`config.mk`:
```
export PLATFORM = sky130hd
export DESIGN_NAME = seg_reloc_unit
export DESIGN_NICKNAME = d
export VERILOG_FILES = /design/src/rtl/seg_reloc_pkg.sv /design/src/rtl/seg_rst_sync.sv /design/src/rtl/seg_regfile.sv /design/src/rtl/seg_select.sv /design/src/rtl/seg_adder.sv /design/src/rtl/seg_reloc_unit.sv
export SDC_FILE = /design/constraint.sdc
export NUM_CORES = 1
export LEC_CHECK = 0
export CORE_ASPECT_RATIO = 0.6
export CORE_MARGIN = 2
export CORE_UTILIZATION = 25
export DETAILED_ROUTE_END_ITERATION = 16
export GPL_TIMING_DRIVEN = 1
export PLACE_DENSITY = 0.51
export SYNTH_ARGS = -nofsm -noshare
export SYNTH_HDL_FRONTEND = slang
export SYNTH_SLANG_ARGS = --single-unit
```
`constraint.sdc`:
```
create_clock -name clk -period 3.7 [get_ports clk]
set_input_delay 0.37 -clock clk [delete_from_list [all_inputs] [get_ports clk]]
set_output_delay 0.37 -clock clk [all_outputs]
set_load 0.02 [all_outputs]
```
`src/rtl/seg_reloc_pkg.sv`:
```
package seg_reloc_pkg;

  localparam int NSEG  = 4;
  localparam int SEL_W = 2;
  localparam int CLS_W = 3;

  // Segment index: shared by override field, write port and report output.
  typedef enum logic [SEL_W-1:0] {
    SEG_EXTRA = 2'd0,
    SEG_CODE  = 2'd1,
    SEG_STACK = 2'd2,
    SEG_DATA  = 2'd3
  } seg_id_e;

  // Reference classes; codes 5..7 behave as plain data.
  localparam logic [CLS_W-1:0] CLS_FETCH   = 3'd0;
  localparam logic [CLS_W-1:0] CLS_STACK   = 3'd1;
  localparam logic [CLS_W-1:0] CLS_DATA    = 3'd2;
  localparam logic [CLS_W-1:0] CLS_DATA_BP = 3'd3;
  localparam logic [CLS_W-1:0] CLS_STR_DST = 3'd4;

endpackage

```
`src/rtl/seg_rst_sync.sv`:
```
module seg_rst_sync #(
  parameter int STAGES = 2
) (
  input  logic clk,
  input  logic rst_n,
  output logic rst_sync_n
);

  logic [STAGES-1:0] chain_q;
  logic [STAGES-1:0] chain_d;

  always_comb begin
    chain_d = {chain_q[STAGES-2:0], 1'b1};
  end

  always_ff @(posedge clk or negedge rst_n) begin
    if (!rst_n) begin
      chain_q <= '0;
    end else begin
      chain_q <= chain_d;
    end
  end

  assign rst_sync_n = chain_q[STAGES-1];

endmodule

```
`src/rtl/seg_regfile.sv`:
```
module seg_regfile
  import seg_reloc_pkg::*;
#(
  parameter int               OFS_W      = 16,
  parameter logic [OFS_W-1:0] RESET_CODE = '1
) (
  input  logic                        clk,
  input  logic                        rst_n,
  input  logic                        wr_en_i,
  input  logic [SEL_W-1:0]            wr_sel_i,
  input  logic [OFS_W-1:0]            wr_data_i,
  output logic [NSEG-1:0][OFS_W-1:0]  bank_o
);

  for (genvar g = 0; g < NSEG; g++) begin : g_seg
    localparam logic [OFS_W-1:0] RST_VAL =
      (g == int'(SEG_CODE)) ? RESET_CODE : '0;

    logic             ld_en;
    logic [OFS_W-1:0] base_d;
    logic [OFS_W-1:0] base_q;

    always_comb begin
      ld_en  = wr_en_i && (wr_sel_i == SEL_W'(g));
      base_d = wr_data_i;
    end

    always_ff @(posedge clk or negedge rst_n) begin
      if (!rst_n) begin
        base_q <= RST_VAL;
      end else if (ld_en) begin
        base_q <= base_d;
      end
    end

    assign bank_o[g] = base_q;
  end

endmodule

```
`src/rtl/seg_select.sv`:
```
module seg_select
  import seg_reloc_pkg::*;
(
  input  logic [CLS_W-1:0] cls_i,
  input  logic             ovr_vld_i,
  input  logic [SEL_W-1:0] ovr_sel_i,
  output seg_id_e          sel_o
);

  seg_id_e dflt;
  logic    fixed_cls;

  always_comb begin
    fixed_cls = 1'b0;
    case (cls_i)
      CLS_FETCH: begin
        dflt      = SEG_CODE;
        fixed_cls = 1'b1;
      end
      CLS_STR_DST: begin
        dflt      = SEG_EXTRA;
        fixed_cls = 1'b1;
      end
      CLS_STACK, CLS_DATA_BP: dflt = SEG_STACK;
      default:                dflt = SEG_DATA;
    endcase
  end

  always_comb begin
    if (ovr_vld_i && !fixed_cls) begin
      sel_o = seg_id_e'(ovr_sel_i);
    end else begin
      sel_o = dflt;
    end
  end

endmodule

```
`src/rtl/seg_adder.sv`:
```
module seg_adder #(
  parameter int OFS_W = 16,
  parameter int SHIFT = 4,
  parameter int PA_W  = OFS_W + SHIFT
) (
  input  logic [OFS_W-1:0] base_i,
  input  logic [OFS_W-1:0] ofs_i,
  output logic [PA_W-1:0]  pa_o
);

  logic [PA_W-1:0] base_ext;
  logic [PA_W-1:0] ofs_ext;

  always_comb begin
    base_ext = {base_i, {SHIFT{1'b0}}};
    ofs_ext  = {{SHIFT{1'b0}}, ofs_i};
    pa_o     = base_ext + ofs_ext;
  end

endmodule

```
`src/rtl/seg_reloc_unit.sv`:
```
module seg_reloc_unit
  import seg_reloc_pkg::*;
#(
  parameter int               OFS_W      = 16,
  parameter int               SHIFT      = 4,
  parameter bit               OUT_REG    = 1'b0,
  parameter logic [OFS_W-1:0] RESET_CODE = 16'hFFFF,
  localparam int              PA_W       = OFS_W + SHIFT
) (
  input  logic             clk,
  input  logic             rst_n,
  input  logic             req_vld_i,
  input  logic [2:0]       req_cls_i,
  input  logic [OFS_W-1:0] req_ofs_i,
  input  logic             ovr_vld_i,
  input  logic [1:0]       ovr_sel_i,
  input  logic             wr_en_i,
  input  logic [1:0]       wr_sel_i,
  input  logic [OFS_W-1:0] wr_data_i,
  output logic             vld_o,
  output logic [1:0]       seg_used_o,
  output logic [PA_W-1:0]  pa_o
);

  logic                       rst_sync_n;
  logic [NSEG-1:0][OFS_W-1:0] seg_bank;
  seg_id_e                    sel_id;
  logic [OFS_W-1:0]           sel_base;
  logic [PA_W-1:0]            pa_comb;
  logic                       vld_comb;

  seg_rst_sync #(.STAGES(2)) u_rst (
    .clk        (clk),
    .rst_n      (rst_n),
    .rst_sync_n (rst_sync_n)
  );

  seg_regfile #(.OFS_W(OFS_W), .RESET_CODE(RESET_CODE)) u_regs (
    .clk       (clk),
    .rst_n     (rst_sync_n),
    .wr_en_i   (wr_en_i),
    .wr_sel_i  (wr_sel_i),
    .wr_data_i (wr_data_i),
    .bank_o    (seg_bank)
  );

  seg_select u_sel (
    .cls_i     (req_cls_i),
    .ovr_vld_i (ovr_vld_i),
    .ovr_sel_i (ovr_sel_i),
    .sel_o     (sel_id)
  );

  always_comb begin
    sel_base = seg_bank[sel_id];
    vld_comb = req_vld_i && rst_sync_n;
  end

  seg_adder #(.OFS_W(OFS_W), .SHIFT(SHIFT), .PA_W(PA_W)) u_add (
    .base_i (sel_base),
    .ofs_i  (req_ofs_i),
    .pa_o   (pa_comb)
  );

  if (OUT_REG) begin : g_out_reg
    logic            vld_q;
    logic [1:0]      seg_q;
    logic [PA_W-1:0] pa_q;
    logic            cap_en;
    logic [1:0]      seg_d;
    logic [PA_W-1:0] pa_d;

    always_comb begin
      cap_en = req_vld_i;
      seg_d  = sel_id;
      pa_d   = pa_comb;
    end

    always_ff @(posedge clk or negedge rst_sync_n) begin
      if (!rst_sync_n) begin
        vld_q <= 1'b0;
      end else begin
        vld_q <= req_vld_i;
      end
    end

    always_ff @(posedge clk or negedge rst_sync_n) begin
      if (!rst_sync_n) begin
        seg_q <= '0;
        pa_q  <= '0;
      end else if (cap_en) begin
        seg_q <= seg_d;
        pa_q  <= pa_d;
      end
    end

    assign vld_o      = vld_q;
    assign seg_used_o = seg_q;
    assign pa_o       = pa_q;
  end else begin : g_out_comb
    assign vld_o      = vld_comb;
    assign seg_used_o = sel_id;
    assign pa_o       = pa_comb;
  end

endmodule

```
==> out/metrics.csv, run 1 <==
stage;metric;value;unit
place;dp_cells;628;
yosys;yosysWarnings;0;
routing;wl;9999;um
grt;grt_pass1_vias;3055;
yosys;synth_top_flop_cell;dfrtp_1;
sta;hold_violations;0;
grt;grt_pass1_wl;16360;um
die;core_area;0.01446;mm2
die;die_w;160.8;um
worst_setup_path;reg2reg_depth;1;
clock_tree;cts_tree;built;
sta;fin_hold_ws;0.1958;ns
final_layout;area_growth;42.47;%
worst_setup_path;startpoint_type;input port;
hold_path;hp-class;input port to asynchronous set/reset pin;
worst_setup_path;rr_startpoint;u_rst.chain_q[1];
routing;drc;0;
clock_tree;cts_root_buffer;clkbuf_16;
sta;setup_ws;0.08138;ns
routing;detail-route-antenna-nets;0;
sta;setup_viol;0;
worst_setup_path;cp_cell_sequence;clkbuf_2 -> inv_4 -> o22ai_2 -> a221o_2 -> clkinv_4 -> buf_6 -> and3_4 -> a31oi_2 -> ha_1 -> buf_6 -> nand4_1 -> a211oi_2 -> buf_4 -> o21a_1 -> buf_6 -> nand3_1 -> o211ai_1 -> buf_4;
worst_setup_path;rrSetupSlack;2.60;ns
yosys;ys_seq_area_share;45.32;%
grt;grt_max_degree;65;
final_layout;fin_cells;652;
sta;tns;0;ns
clock_tree;clock_latency;0.33;ns
yosys;synthDominantAreaCellType;dfrtp_1;
yosys;yosysTopAreaCellShare;33.92;%
yosys;syn_area;0.003689;mm2
grt;antenna_found_initial;0;
grt;gr-total-overflow;0;
die;ios;67;
worst_setup_path;end_kind;output port;
worst_setup_path;cpMostUsedCell;buf_6;
routing;vias;2964;
worst_setup_path;cp.arrival;3.25;ns
die;die_y;98.09;um
yosys;synth_edf_count;0;
clock_tree;h-tree-depth;3;
yosys;synth.most_common_cell;nand2_1;
clock_tree;cts_buffers;9;
yosys;synthTopCellsByArea;dfrtp_1, mux2_2, dfstp_2;
place;place_ws;-0.7369;ns
worst_setup_path;startpoint;ovr_vld_i;
clock_tree;cts_max_path_buffers;2;
yosys;ys_ff_latch;66;
sta;relSlewSlack;31.99;%
worst_setup_path;cp_slowest_stage_delay;0.44;ns
routing;drt-initial-drc-count;131;
worst_setup_path;critical-path-top-delay-family;compound AO/OA/AOI/OAI gates;
pwr;power_density;547.0;mW/mm2
sta;tightestPinTransition;1.017;ns
sta;fmax;0.2763;GHz
routing;wl_per_cell;15.34;um
job;maxCapViolations;0;
sta;final_max_slew_viol_count;0;
pwr;p_leak;2.312;nW
sta;period_needed;3.619;ns
run_status;run_status;completed;
die;num_rows;34;
final_layout;layout.nets;507;
routing;firstDrtPassIters;4;
sta;fin_crit_sh;97.80;%
yosys;synthArstFlopShare;100.0;%
sta;skew;0.002962;ns
clock_tree;cts_sinks;66;
yosys;syn_nets;398;
worst_setup_path;crit_buf_inv;8;
pwr;vdd_drop_max;0.2265;mV
place;gp_congestion;0.7940;
clock_tree;hold_buffers;0;
yosys;ys_types;43;
worst_setup_path;cp_num_cells;18;
worst_setup_path;worst_path_max_delay_cell;a221o_2;
place;io_buffers;58;
clock_tree;clk_pin_slew;0.05;ns
grt;grtUsageTotal;13.43;%
die;initial_utilization;25.50;%
yosys;netlist_top_cells_count;nand2_1, mux2_2, dfrtp_1;
yosys;syn_area_per_cell;10.85;um2
final_layout;diodes;0;
final_layout;drive_gt1_share;41.63;%
routing;vias_per_cell;4.546;
die;die_area;0.01577;mm2
place;hpwl;7239;um
yosys;synthCells;340;
worst_setup_path;crit_end;pa_o[15];
worst_setup_path;worstPathMaxFanout;4;
worst_setup_path;r2r_end;u_regs.g_seg[0].base_q[1];
worst_setup_path;path_class;input port to output port;
worst_setup_path;cp.required;3.33;ns
pwr;total_power;2.875;mW
-- where the power goes --
group	internal, mW	switching, mW
registers	0.881	0.0730
logic	0.580	0.537
clock network	0.506	0.297
total	1.97	0.907
-- state kept, by name (all words and copies together), names as in the netlist --
signal / count
u_rst.chain_q: 2
u_regs.g_seg.base_q: 64
-- metal layers --
metal	up-vias	share of wire, %	track usage, %
met5	-	0	0
met4	0	0.91	3.022
met3	10	4.6	4.036
met2	71	43	19.53
met1	1460	52	19.62
li1	1423	-	-
-- worst min-delay path by stage --
stage / start / to / slack (ns) / cells past startpoint
after floorplan: rst_n / u_rst.chain_q[0] / 0.07 / 0
after global placement: u_rst.chain_q[0] / u_rst.chain_q[1] / 0.34 / 0
after detailed placement: u_rst.chain_q[0] / u_rst.chain_q[1] / 0.34 / 0
after CTS: rst_n / u_rst.chain_q[0] / 0.19 / 1
after global routing: rst_n / u_rst.chain_q[0] / 0.19 / 1
final: rst_n / u_rst.chain_q[0] / 0.20 / 1
-- timing repair --
action | 4_1_cts | 5_1_grt
buffers inserted | 5 | 3
gates resized for setup | 62 | 19
endpoints found under the setup margin | 13 | 11
hold endpoints to repair | 0 | 0
pin swaps | 15 | 9
-- layout make-up --
| class | count | area, um2 |
|---|---|---|
| multi-input combinational | 251 | 2008 |
| tap | 198 | 247.7 |
| inverter | 6 | 30.03 |
| timing repair buffer | 115 | 1012 |
| clock buffer | 14 | 274.0 |
| clock inverter | 2 | 10.01 |
| sequential | 66 | 1673 |
| fill | 1435 | 9209 |
-- per-stage QoR --
stage / utilization, % / instance area (um2)
2_1_floorplan: - / 3689
3_3_place_gp: 33.24 / 4808
3_5_place_dp: 33.24 / 4808
4_1_cts: 35.95 / 5200
5_1_grt: 36.33 / 5255
6_report: 36.33 / 5255
-- cell usage in the layout (no fill, tap or decap), types with 8 or more instances in the layout --
| master | Yosys | final |
|---|---|---|
| buf_4 | 4 | 49 |
| mux2i_1 | 8 | 8 |
| dfstp_2 | 16 | 16 |
| ha_1 | 13 | 11 |
| a31oi_1 | 14 | 11 |
| mux2_2 | 64 | 64 |
| dfrtp_1 | 50 | 49 |
| clkbuf_16 | 0 | 9 |
| and3_1 | 14 | 12 |
| nand2_1 | 66 | 66 |
| buf_6 | 0 | 9 |
| clkdlybuf4s50_1 | 0 | 40 |
-- logic make-up (layout without fill, tap and decap cells) --
kind of cell | count (synthesis) | after routing | share of synthesized area (%)
flops | 66 | 66 | 45.32
fa+ha+maj | 14 | 14 | 4.953
compound gates | 50 | 50 | 8.955
xor+xnor | 11 | 11 | 2.612
simple gates | 102 | 102 | 12.79
buf+inv | 23 | 137 | 3.189
other cells | 1 | 1 | 0.1017
mux | 73 | 73 | 22.08
Power figures use the tool's default switching activity.
==> run 2, diff against run 1 <==
- GPL_TIMING_DRIVEN: 1 -> unset
==> results of run 2 <==
No change in the layout: final DEF, timing and power equal those of run 1.
